<file path="src/rtl/rrn_pkg.sv">
package rrn_pkg;
  localparam int unsigned ARCH_REGS_DEF   = 8;
  localparam int unsigned PHYS_REGS_DEF   = 16;
  localparam int unsigned MAX_READERS_DEF = 15;
  localparam int unsigned DONE_PORTS_DEF  = 2;
endpackage

</file>
<file path="src/rtl/rrn_map_table.sv">
module rrn_map_table #(
  parameter int unsigned ARCH_REGS = 8,
  parameter int unsigned PHYS_REGS = 16,
  localparam int unsigned AW = $clog2(ARCH_REGS),
  localparam int unsigned PW = $clog2(PHYS_REGS)
) (
  input  logic          clk_i,
  input  logic          rst_ni,
  input  logic [AW-1:0] ra_a_i,
  input  logic [AW-1:0] ra_b_i,
  input  logic [AW-1:0] ra_c_i,
  output logic [PW-1:0] rd_a_o,
  output logic [PW-1:0] rd_b_o,
  output logic [PW-1:0] rd_c_o,
  input  logic          we_i,
  input  logic [AW-1:0] wa_i,
  input  logic [PW-1:0] wd_i
);
  logic [PW-1:0] map_q [ARCH_REGS];

  // reads see pre-update state of this cycle
  assign rd_a_o = map_q[ra_a_i];
  assign rd_b_o = map_q[ra_b_i];
  assign rd_c_o = map_q[ra_c_i];

  always_ff @(posedge clk_i or negedge rst_ni) begin
    if (!rst_ni) begin
      for (int i = 0; i < ARCH_REGS; i++) map_q[i] <= PW'(i);
    end else if (we_i) begin
      map_q[wa_i] <= wd_i;
    end
  end


  map_update_chk: assert property (@(posedge clk_i) disable iff (!rst_ni)
    we_i |=> (map_q[$past(wa_i)] == $past(wd_i)));
endmodule

</file>
<file path="src/rtl/rrn_free_pool.sv">
module rrn_free_pool #(
  parameter int unsigned ARCH_REGS = 8,
  parameter int unsigned PHYS_REGS = 16,
  localparam int unsigned PW    = $clog2(PHYS_REGS),
  localparam int unsigned DEPTH = PHYS_REGS - ARCH_REGS,
  localparam int unsigned PTRW  = (DEPTH > 1) ? $clog2(DEPTH) : 1,
  localparam int unsigned CNTW  = $clog2(DEPTH + 1)
) (
  input  logic          clk_i,
  input  logic          rst_ni,
  input  logic          push_i,
  input  logic [PW-1:0] push_data_i,
  input  logic          pop_i,
  output logic [PW-1:0] head_o,
  output logic          empty_o
);
  logic [PW-1:0]   mem_q [DEPTH];
  logic [PTRW-1:0] rd_q, wr_q;
  logic [CNTW-1:0] cnt_q;

  function automatic logic [PTRW-1:0] ptr_inc(input logic [PTRW-1:0] p);
    return (p == PTRW'(DEPTH - 1)) ? '0 : p + PTRW'(1);
  endfunction

  assign head_o  = mem_q[rd_q];
  assign empty_o = (cnt_q == '0);

  always_ff @(posedge clk_i or negedge rst_ni) begin
    if (!rst_ni) begin
      for (int i = 0; i < DEPTH; i++) mem_q[i] <= PW'(ARCH_REGS + i);
      rd_q  <= '0;
      wr_q  <= '0;
      cnt_q <= CNTW'(DEPTH);
    end else begin
      if (push_i) begin
        mem_q[wr_q] <= push_data_i;
        wr_q        <= ptr_inc(wr_q);
      end
      if (pop_i) rd_q <= ptr_inc(rd_q);
      case ({push_i, pop_i})
        2'b10:   cnt_q <= cnt_q + CNTW'(1);
        2'b01:   cnt_q <= cnt_q - CNTW'(1);
        default: cnt_q <= cnt_q;
      endcase
    end
  end


  no_overflow_chk: assert property (@(posedge clk_i) disable iff (!rst_ni)
    (push_i && !pop_i) |-> (cnt_q != CNTW'(DEPTH)));

  no_underflow_chk: assert property (@(posedge clk_i) disable iff (!rst_ni)
    pop_i |-> !empty_o);
endmodule

</file>
<file path="src/rtl/rrn_reader_track.sv">
module rrn_reader_track #(
  parameter int unsigned PHYS_REGS   = 16,
  parameter int unsigned MAX_READERS = 15,
  parameter int unsigned DONE_PORTS  = 2,
  localparam int unsigned PW = $clog2(PHYS_REGS),
  localparam int unsigned CW = $clog2(MAX_READERS + 1),
  localparam int unsigned SW = CW + 2
) (
  input  logic          clk_i,
  input  logic          rst_ni,
  input  logic          inc_a_v_i,
  input  logic [PW-1:0] inc_a_p_i,
  input  logic          inc_b_v_i,
  input  logic [PW-1:0] inc_b_p_i,
  input  logic [DONE_PORTS-1:0] done_v_i,
  input  logic [PW-1:0] done_p_i [DONE_PORTS],
  input  logic          rel_v_i,
  input  logic [PW-1:0] rel_p_i,
  output logic          push_o,
  output logic [PW-1:0] push_p_o
);
  logic [CW-1:0]        cnt_q [PHYS_REGS];
  logic [PHYS_REGS-1:0] term_q, cand, pick_oh, rel_oh;

  for (genvar p = 0; p < PHYS_REGS; p++) begin : g_reg
    logic [SW-1:0] up, dn, ext;
    assign ext = {2'b00, cnt_q[p]};

    always_comb begin
      up = '0;
      dn = '0;
      if (inc_a_v_i && inc_a_p_i == PW'(p)) up = up + SW'(1);
      if (inc_b_v_i && inc_b_p_i == PW'(p)) up = up + SW'(1);
      for (int k = 0; k < DONE_PORTS; k++)
        if (done_v_i[k] && done_p_i[k] == PW'(p)) dn = dn + SW'(1);
    end

    always_ff @(posedge clk_i or negedge rst_ni) begin
      if (!rst_ni) cnt_q[p] <= '0;
      else         cnt_q[p] <= CW'(ext + up - dn);
    end

    assign cand[p]   = term_q[p] && (cnt_q[p] == '0);
    assign rel_oh[p] = rel_v_i && (rel_p_i == PW'(p));


    cnt_no_underflow_chk: assert property (@(posedge clk_i) disable iff (!rst_ni)
      (ext + up) >= dn);

    cnt_no_overflow_chk: assert property (@(posedge clk_i) disable iff (!rst_ni)
      (ext + up - dn) <= SW'(MAX_READERS));
  end

  // lowest index wins; one reclaim per cycle
  always_comb begin
    push_o   = 1'b0;
    push_p_o = '0;
    for (int i = PHYS_REGS - 1; i >= 0; i--) begin
      if (cand[i]) begin
        push_o   = 1'b1;
        push_p_o = PW'(i);
      end
    end
    pick_oh = '0;
    if (push_o) pick_oh[push_p_o] = 1'b1;
  end

  always_ff @(posedge clk_i or negedge rst_ni) begin
    if (!rst_ni) term_q <= '0;
    else         term_q <= (term_q & ~pick_oh) | rel_oh;
  end


  release_once_chk: assert property (@(posedge clk_i) disable iff (!rst_ni)
    rel_v_i |-> !term_q[rel_p_i]);

  for (genvar k = 0; k < DONE_PORTS; k++) begin : g_done_chk

    done_has_reader_chk: assert property (@(posedge clk_i) disable iff (!rst_ni)
      done_v_i[k] |-> (cnt_q[done_p_i[k]] != '0));
  end
endmodule

</file>
<file path="src/rtl/rrn_rename.sv">
module rrn_rename
  import rrn_pkg::*;
#(
  parameter int unsigned ARCH_REGS   = ARCH_REGS_DEF,
  parameter int unsigned PHYS_REGS   = PHYS_REGS_DEF,
  parameter int unsigned MAX_READERS = MAX_READERS_DEF,
  parameter int unsigned DONE_PORTS  = DONE_PORTS_DEF,
  localparam int unsigned AW = $clog2(ARCH_REGS),
  localparam int unsigned PW = $clog2(PHYS_REGS)
) (
  input  logic                     clk_i,
  input  logic                     rst_ni,
  input  logic                     ren_valid_i,
  input  logic                     ren_has_rd_i,
  input  logic [AW-1:0]            ren_rs_i,
  input  logic [AW-1:0]            ren_rt_i,
  input  logic [AW-1:0]            ren_rd_i,
  output logic                     ren_stall_o,
  output logic [PW-1:0]            ren_ps_o,
  output logic [PW-1:0]            ren_pt_o,
  output logic [PW-1:0]            ren_pd_o,
  output logic [PW-1:0]            ren_old_pd_o,
  input  logic [DONE_PORTS-1:0]    done_valid_i,
  input  logic [DONE_PORTS*PW-1:0] done_preg_i,
  input  logic                     rel_valid_i,
  input  logic [PW-1:0]            rel_preg_i
);
  logic          pool_empty, fire, alloc, push;
  logic [PW-1:0] push_p;
  logic [PW-1:0] done_p [DONE_PORTS];

  for (genvar k = 0; k < DONE_PORTS; k++) begin : g_done
    assign done_p[k] = done_preg_i[k*PW +: PW];
  end

  assign ren_stall_o = ren_valid_i && ren_has_rd_i && pool_empty;
  assign fire        = ren_valid_i && !ren_stall_o;
  assign alloc       = fire && ren_has_rd_i;

  rrn_map_table #(.ARCH_REGS(ARCH_REGS), .PHYS_REGS(PHYS_REGS)) u_map (
    .clk_i  (clk_i),
    .rst_ni (rst_ni),
    .ra_a_i (ren_rs_i),
    .ra_b_i (ren_rt_i),
    .ra_c_i (ren_rd_i),
    .rd_a_o (ren_ps_o),
    .rd_b_o (ren_pt_o),
    .rd_c_o (ren_old_pd_o),
    .we_i   (alloc),
    .wa_i   (ren_rd_i),
    .wd_i   (ren_pd_o)
  );

  rrn_free_pool #(.ARCH_REGS(ARCH_REGS), .PHYS_REGS(PHYS_REGS)) u_pool (
    .clk_i       (clk_i),
    .rst_ni      (rst_ni),
    .push_i      (push),
    .push_data_i (push_p),
    .pop_i       (alloc),
    .head_o      (ren_pd_o),
    .empty_o     (pool_empty)
  );

  rrn_reader_track #(
    .PHYS_REGS(PHYS_REGS), .MAX_READERS(MAX_READERS), .DONE_PORTS(DONE_PORTS)
  ) u_track (
    .clk_i     (clk_i),
    .rst_ni    (rst_ni),
    .inc_a_v_i (fire),
    .inc_a_p_i (ren_ps_o),
    .inc_b_v_i (fire),
    .inc_b_p_i (ren_pt_o),
    .done_v_i  (done_valid_i),
    .done_p_i  (done_p),
    .rel_v_i   (rel_valid_i),
    .rel_p_i   (rel_preg_i),
    .push_o    (push),
    .push_p_o  (push_p)
  );


  pd_fresh_chk: assert property (@(posedge clk_i) disable iff (!rst_ni)
    alloc |-> (ren_pd_o != ren_old_pd_o));

  no_rd_no_stall_chk: assert property (@(posedge clk_i) disable iff (!rst_ni)
    (ren_valid_i && !ren_has_rd_i) |-> !ren_stall_o);
endmodule

</file>
<file path="config.mk">
export PLATFORM = sky130hd
export DESIGN_NAME = rrn_rename
export DESIGN_NICKNAME = d
export VERILOG_FILES = /design/src/rtl/rrn_pkg.sv /design/src/rtl/rrn_map_table.sv /design/src/rtl/rrn_free_pool.sv /design/src/rtl/rrn_reader_track.sv /design/src/rtl/rrn_rename.sv
export SDC_FILE = /design/constraint.sdc
export NUM_CORES = 1
export LEC_CHECK = 0
export ABC_AREA = 1
export BUFFER_PORTS_ARGS = -buffer_cell sky130_fd_sc_hd__buf_4
export CAP_MARGIN = 25
export CORE_ASPECT_RATIO = 0.75
export CORE_UTILIZATION = 58
export DETAILED_ROUTE_END_ITERATION = 8
export GPL_ROUTABILITY_DRIVEN = 0
export PLACE_DENSITY_LB_ADDON = 0.2
export SYNTH_ARGS = -nofsm -noshare
export SYNTH_HDL_FRONTEND = slang
export SYNTH_SLANG_ARGS = --single-unit
</file>
<file path="constraint.sdc">
create_clock -name clk_i -period 3.5 [get_ports clk_i]
set_input_delay 0.175 -clock clk_i [delete_from_list [all_inputs] [get_ports clk_i]]
set_output_delay 0.175 -clock clk_i [all_outputs]
set_load 0.01 [all_outputs]
</file>
==> results.md, run 1 <==
- Syn nets: 1404
- Netlist cell types: 39
- CTS root buffer: clkbuf_16
- Clk sinks: 154
- VDD IR max: 0.0004663 V
- Worst EP arrival: 3600 ps
- Clock period minus worst slack: 3272 ps
- Commonest non-fill, non-tap cell in the layout: inv_1
- Area share of the largest cell type after synthesis: 0.2953
- Pwr Density: 918.8 mW/mm²
- CTS Buffer Depth: 2
- Routed vias/inst: 5.395
- Port Buffers: 44
- Clock skew: 9.734 ps
- Clock Power Share: 0.193
- Sw Share: 0.4272
- # H-tree levels: 4
- Comb power frac: 0.493
- # fillers: 1413
- Post-Synth Adder-Cell Area: 0.2077
- Worst-path clk slew: 70 ps
- WS Path Type: reg -> reg
- Compound-Gate Fraction of Synth Area: 0.1073
- Routed wire length on met2: 10560 µm
- Pint: 6.069 mW
- Later-pin clock latency in the skew report: 440 ps
- Fraction of layout cells with a size suffix above 1: 0.1159
- Post-route clock period utilization: 0.9347
- Antenna Nets Post-Route: 0
- WL final: 24590 µm
- P_sw: 4.527 mW
- Main combinational cell family by area after synthesis: adder cells
- Synth Area in Simple Gates: 0.1674
- HP Class: in -> reg
- Slew HR: 0.4970
- # setup viols final: 0
- Antenna diodes: 0
- Mean Syn Cell Area: 8.369 µm²
- Highest routed layer: met4
- Sequential area share after synthesis: 0.3799
- Initial Utilization: 0.6020
- CTS Buf Count: 17
- Vias in the first global route: 8006
- Post-route setup TNS: 0 ps
- Most frequent cells in the layout: inv_1, nand2_1, dfrtp_1
- Post-synthesis cell count: 1225
- Row count: 41
- Xor/xnor share of the synthesized area: 0.03075
- Cell area after synthesis: 0.01025 mm²
- M1 wire length: 11510 µm
- Violation count after the first detailed-route iteration: 795
- Leak: 5.833 nW
- Layout Area Growth over Synthesis: 12.47%
- Initial antenna violation count: 0
- CP Capture Type: flip-flop
- Final Max Slew Viols: 0
- Register area: 0.003895 mm²
- Synth top area cells: dfrtp_1, ha_1, dfstp_2, inv_1, nand2_1
- Die height: 117.1 µm
- Status: finished clean
- Detailed placement HPWL: 18300 µm
- Met3 wire length: 2153 µm
- Seq pwr share: 0.315
- Max FO, Critical Path: 4
- Yosys top cell by area: dfrtp_1
- Residual DRC count: 0
- RSZ-0062 raised after global routing: false
- CTS tree: yes
- Core ar.: 0.01703 mm²
- Routed wire length per instance: 16.07 µm
- Nets@finish: 1460
- Remaining Overflow, GRT: 0
- Ports: 45
- Seq cells post-synth: 154
- Mux cell area share after synthesis: 0.007811
- Yosys warns: 0
- WP data required: 3830 ps
- Fmax: 305.7 MHz
- DRT Pass-1 Iters: 6
- Max cap viols: 0
- Tot GR Track Use: 0.2946
- First-pass GRT wire length: 40800 µm
- Multi-input logic area: 0.005354 mm²
- WHS: 61.99 ps
- Fin. Hold Viols: 0
- Startpoint Class: flip-flop
- Die span in x: 155.5 µm
- Routed vias: 8254
- Pin count of the biggest net entering global routing: 81
- Die area: 0.01822 mm²
- Worst-margin pin slew: 748.7 ps
critical path, stage by stage (launching register included):
cell and delay [ps]:
dfstp_2 560, inv_1 50, a21oi_1 140, o21ai_0 100, nand2_1 70, inv_1 40
o21ai_1 380, nand3_1 250, nor2_1 160, ha_1 170, inv_1 60, fa_1 580
inv_1 70, ha_1 280, nand3_1 70, nand2_1 70, xnor2_1 120
power groups by stage:
stage	sequential (mW)	combinational, mW	clock [mW]
3_5_place_dp	3.32	5.18	0
6_report	3.33	5.22	2.04
3_3_place_gp	3.30	4.97	0
2_1_floorplan	3.14	3.93	0
4_1_cts	3.31	5.22	2.05
5_1_grt	3.42	5.98	2.12
logic make-up after synthesis:
group                      count (synthesis)
xor gates and xnor gates                  36
AOI/OAI and AO/OA                        201
DFF                                      154
muxes                                      8
and+or+nand+nor                          409
buffers and inverters                    266
adders and majority gates                151
cells in the mapped netlist, drive strengths merged:
cell type	instances
nand4	21
dfrtp	121
o2bb2ai	1
o221ai	8
clkbuf	4
o211ai	1
o22ai	1
ha	119
buf	9
mux2i	8
or2	1
o21bai	1
a221oi	4
nand3	47
nor3	14
inv	251
a21oi	40
nand2	213
a32o	1
nand3b	1
clkinv	2
xor2	1
a22oi	6
xnor2	35
a31oi	2
fa	32
dfstp	33
o21ai	134
nor2	112
o31ai	2
per-stage QoR:
step / worst slack [ps] / total power, mW / util / instances / cell area (µm²)
global placement: 319.8 / 8.275 / 0.6380 / 1497 / 10870
floorplan: 617.9 / 7.073 / - / 1225 / 10250
finish: 228.5 / 10.60 / 0.6771 / 1530 / 11530
global route: 20.52 / 11.52 / 0.6771 / 1530 / 11530
detailed placement: 238.4 / 8.502 / 0.6380 / 1497 / 10870
CTS: 197.6 / 10.58 / 0.6763 / 1530 / 11520
path summary, 6_finish.rpt:
| check | startpoint | end | slack (ps) | depth (start not counted) |
|---|---|---|---|---|
| worst max-delay path | u_map.map_q[6] | u_track.cnt_q[7] | 230 | 16 |
| worst min-delay path | rel_valid_i | u_track.term_q[5] | 60 | 3 |
| worst max register to register | u_map.map_q[6] | u_track.cnt_q[7] | 230 | 16 |
| worst min register to register | u_pool.mem_q[7] | u_pool.mem_q[7] | 470 | 2 |
| max in group asynchronous | rst_ni | u_map.map_q[8] | 2190 | 3 |
| min in group asynchronous | rst_ni | u_pool.mem_q[12] | 380 | 2 |
registers in the layout (all words and copies together), names as in the netlist:
| register | flops |
|---|---|
| u_track.term_q | 16 |
| u_pool.cnt_q | 4 |
| u_map.map_q | 32 |
| u_pool.wr_q | 3 |
| u_pool.rd_q | 3 |
| u_track.cnt_q | 64 |
| u_pool.mem_q | 32 |
layer usage:
layer,GRT usage,up-vias
met1,0.4232,3873
met2,0.4508,307
met3,0.07695,38
met4,0.06405,0
met5,0,-
li1,-,4036
area by class of cell:
type	count	share of cell area
multi-input combinational	805	0.4643
clock inverter	13	0.01649
tap	236	0.02561
inverter	253	0.08236
sequential	154	0.3378
clock buffer	19	0.03928
timing repair buffer	50	0.03418
timing repair:
action	4_1_cts	5_1_grt
hold buffers	1	0
gates resized for setup	0	2
endpoints found under the hold margin	55	0
buffers inserted	0	0
endpoints found under the setup margin	0	1
(Power assumes the default switching activity.)
==> inputs of run 2 (changes only) <==
SYNTH_HIERARCHICAL = 1   (was not set)
==> run 2 against run 1 <==
Effect of this change:
- die area up 4.0%
- clock skew rose by 1.2 ps
- hold slack got worse by 36 ps
- via count increased by 7.5%
- area after synthesis is 4.0% higher
- non-clock buffer count fell by 2
- sequential share of layout area decreased by 0.89 points
- count of clock-buffer cells in the layout fell by 1
- global-route usage up 0.53 points
- routed wire length is 5.2% higher
- clock power decreased by 6%
==> results.md, run 2 <==
- VDD IR max: 0.0004856 V (+4.1%)
- Clock period minus worst slack: 3118 ps (-153.1 ps)
- Final Max Slew Viols: 0 (unchanged)
- Register area: 0.003895 mm² (unchanged)
- Area share of the largest cell type after synthesis: 0.2839 (-0.01140)
- Leak: 6.350 nW (+8.9%)
- Violation count after the first detailed-route iteration: 741 (-6.8%)
- Mux cell area share after synthesis: 0 (-0.007811)
- Cell area after synthesis: 0.01066 mm² (+4.0%)
- CTS tree: yes
- Yosys warns: 6 (+6)
- Later-pin clock latency in the skew report: 440 ps (about the same)
- Remaining Overflow, GRT: 0 (unchanged)
- Post-CTS Setup Bufs: 0 (unchanged)
- CTS Buf Count: 17 (unchanged)
- Core ar.: 0.01781 mm² (+4.6%)
- Worst slack at placement: 204.7 ps (-33.70 ps)
- Sequential area share after synthesis: 0.3652 (-0.01467)
- Slew HR: 0.3916 (-0.1054)
- Worst-path clk slew: 70 ps (about the same)
- WL final: 25880 µm (+5.2%)
- Main synth FF type: dfrtp_1
- Routed wire length per instance: 15.47 µm (-3.8%)
- Post-route insts no fill: 1673 (+9.3%)
- Routed vias/inst: 5.306 (-1.6%)
- First-pass GRT wire length: 43270 µm (+6.1%)
- # H-tree levels: 4 (unchanged)
- Clock skew: 10.90 ps (+1.169 ps)
- Max FFs per register: 64 (unchanged)
- Die height: 119.4 µm (+2.0%)
- Synth Area in Simple Gates: 0.2382 (+0.07074)
- Worst EP arrival: 3440 ps (-160 ps)
- Startpoint Class: flip-flop
- Clk sinks: 154 (unchanged)
- Largest Register: u_track/cnt_q
- CP Capture Type: flip-flop
- Post-synthesis cell count: 1365 (+11%)
- Routed vias: 8877 (+7.5%)
- Syn nets: 1544 (+10%)
- Most frequent cells in the layout: nand2_1, inv_1, nor2_1
- Largest registers: u_track/cnt_q x64, u_map/map_q x32, u_pool/mem_q x32
- Nets@finish: 1597 (+9.4%)
- Post-synth EDFFs: 0 (unchanged)
- Top cells by instance count after synthesis: nand2_1, inv_1, nor2_1
- Die area: 0.01894 mm² (+4.0%)
- Post-synth ARST share: 1.000 (unchanged)
- Max FO, Critical Path: 8 (+4)
- Clock Power Share: 0.178 (-0.015)
- Post-route clock period utilization: 0.8910 (-0.04374)
- Compound-Gate Fraction of Synth Area: 0.06078 (-0.04650)
- Yosys top cell by area: dfrtp_1
- Pin count of the biggest net entering global routing: 99 (+22%)
- Multi-input logic area: 0.005619 mm² (+5.0%)
- Placed cells: 1640 (+9.6%)
- Worst-margin pin slew: 912.6 ps (+163.9 ps)
- Final worst slack: 381.6 ps (+153.1 ps)
- # fillers: 1499 (+6.1%)
- Antenna Nets Post-Route: 0 (unchanged)
- Synth top area cells: dfrtp_1, ha_1, nand2_1, inv_1, dfstp_2
- P_sw: 4.816 mW (+6.4%)
- DRT Pass-1 Iters: 6 (unchanged)
- Mean Syn Cell Area: 7.812 µm² (-6.7%)
- Tot GR Track Use: 0.2999 (+0.005297)
- WP data required: 3830 ps (about the same)
- RSZ-0062 raised after global routing: false
- Ports: 45 (unchanged)
- Fraction of layout cells with a size suffix above 1: 0.09294 (-0.02298)
- Seq pwr share: 0.309 (-0.006)
- WS Path Type: reg -> reg
- Commonest non-fill, non-tap cell in the layout: nand2_1
- Max cap viols: 0 (unchanged)
- Residual DRC count: 0 (unchanged)
- Initial antenna violation count: 0 (unchanged)
- HP Class: in -> reg
- Status: finished clean
- Fin. Hold Viols: 0 (unchanged)
- Main combinational cell family by area after synthesis: simple AND/OR/NAND/NOR gates
- Fmax: 320.7 MHz (+4.9%)
- Detailed placement HPWL: 19670 µm (+7.5%)
- Pwr Total: 10.78 mW (+1.8%)
- Vias in the first global route: 8663 (+8.2%)
- Most common cell in the netlist: nand2_1
- Pwr Density: 910.5 mW/mm² (-0.90%)
- Pint: 5.969 mW (-1.6%)
- # setup viols final: 0 (unchanged)
- Post-Synth Adder-Cell Area: 0.1997 (-0.008018)
- Comb power frac: 0.512 (+0.019)
- Antenna diodes: 0 (unchanged)
- Port Buffers: 44 (unchanged)
- Xor/xnor share of the synthesized area: 0.02792 (-0.002830)
- Sw Share: 0.4465 (+0.01930)
- Final core utilization: 0.6648 (-0.01221)
- Die span in x: 158.6 µm (+2.0%)
- Layout Area Growth over Synthesis: 11.06%
- Seq cells post-synth: 154 (unchanged)
- Row count: 42 (+2.4%)
- Netlist cell types: 32 (-18%)
- Initial Utilization: 0.5986 (-0.003360)
- CTS root buffer: clkbuf_16
- Post-route setup TNS: 0 ps (unchanged)
- CTS Buffer Depth: 2 (unchanged)
-- run 2: cell types whose count changed after synthesis, moves of 27 or more --
cell     change
nand2_1    +149
o21ai_0     +27
nand3_1     +68
inv_1       +38
o21ai_1     -75
-- run 2: layout make-up --
cell class / instances / area share
sequential: 154 / 0.3289
clock inverter: 14 / 0.01511
timing repair buffer: 48 / 0.03201
clock buffer: 18 / 0.03623
multi-input combinational: 920 / 0.4744
tap: 242 / 0.02557
inverter: 277 / 0.08779
-- run 2: worst paths after layout --
path                                      endpoint  slack (ps)       startpoint  depth (start not counted)
worst min-delay path            u_track/term_q[14]          30    rel_preg_i[1]                          3
worst max register to register   u_track/cnt_q[54]         380  u_pool/cnt_q[2]                         12
worst min register to register     u_pool/cnt_q[3]         480  u_pool/cnt_q[3]                          2
max in group asynchronous          u_pool/mem_q[0]        2140           rst_ni                          3
worst max-delay path             u_track/cnt_q[54]         380  u_pool/cnt_q[2]                         12
min in group asynchronous           u_map/map_q[4]         390           rst_ni                          2
-- run 2: through the flow --
step	instance area [µm²]	hold slack, ps
after CTS	11840	20.14
final	11840	25.68
after global placement	11220	333.9
after global routing	11840	50.22
after detailed placement	11220	335.1
after floorplan	10660	-120.6
-- run 2: worst max-delay path: stages, from the launching register on --
cell	delay, ps
dfrtp_1	430
nor4_1	560
a21oi_2	250
nand3_1	230
nor2_1	80
ha_1	320
inv_1	50
ha_1	260
inv_1	70
ha_1	180
inv_1	60
fa_1	380
xnor2_1	140
-- run 2: routing by layer --
metal  wire length (µm)  track usage  part of all wire  vias to the layer above
met4                437      0.09135             0.017                        0
li1                   -            -                 -                     4331
met2              11010       0.4285              0.43                      312
met5                  0            0                 0                        -
met3               2228      0.06878             0.086                       41
met1              12200       0.4484              0.47                     4193
-- run 2: what timing repair did --
item | in CTS | in global routing
resized for setup | 0 | 1
hold buffers | 1 | 0
hold endpoints to repair | 66 | 0
setup endpoints to repair | 0 | 1
-- run 2: power by group through the flow --
stage          clock [mW]  combinational (mW)  sequential [mW]
2_1_floorplan           0                4.07             3.13
4_1_cts              1.96                5.50             3.32
3_3_place_gp            0                5.24             3.32
6_report             1.92                5.52             3.34
5_1_grt              2.03                6.32             3.44
3_5_place_dp            0                5.44             3.34
-- run 2: logic make-up (layout without fill, tap and decap cells) --
logic type                 after synthesis  count (layout)
AOI/OAI and AO/OA                      121             121
xor gates and xnor gates                34              34
adders and majority gates              151             151
buffers and inverters                  291             357
DFF                                    154             154
and+or+nand+nor                        614             614
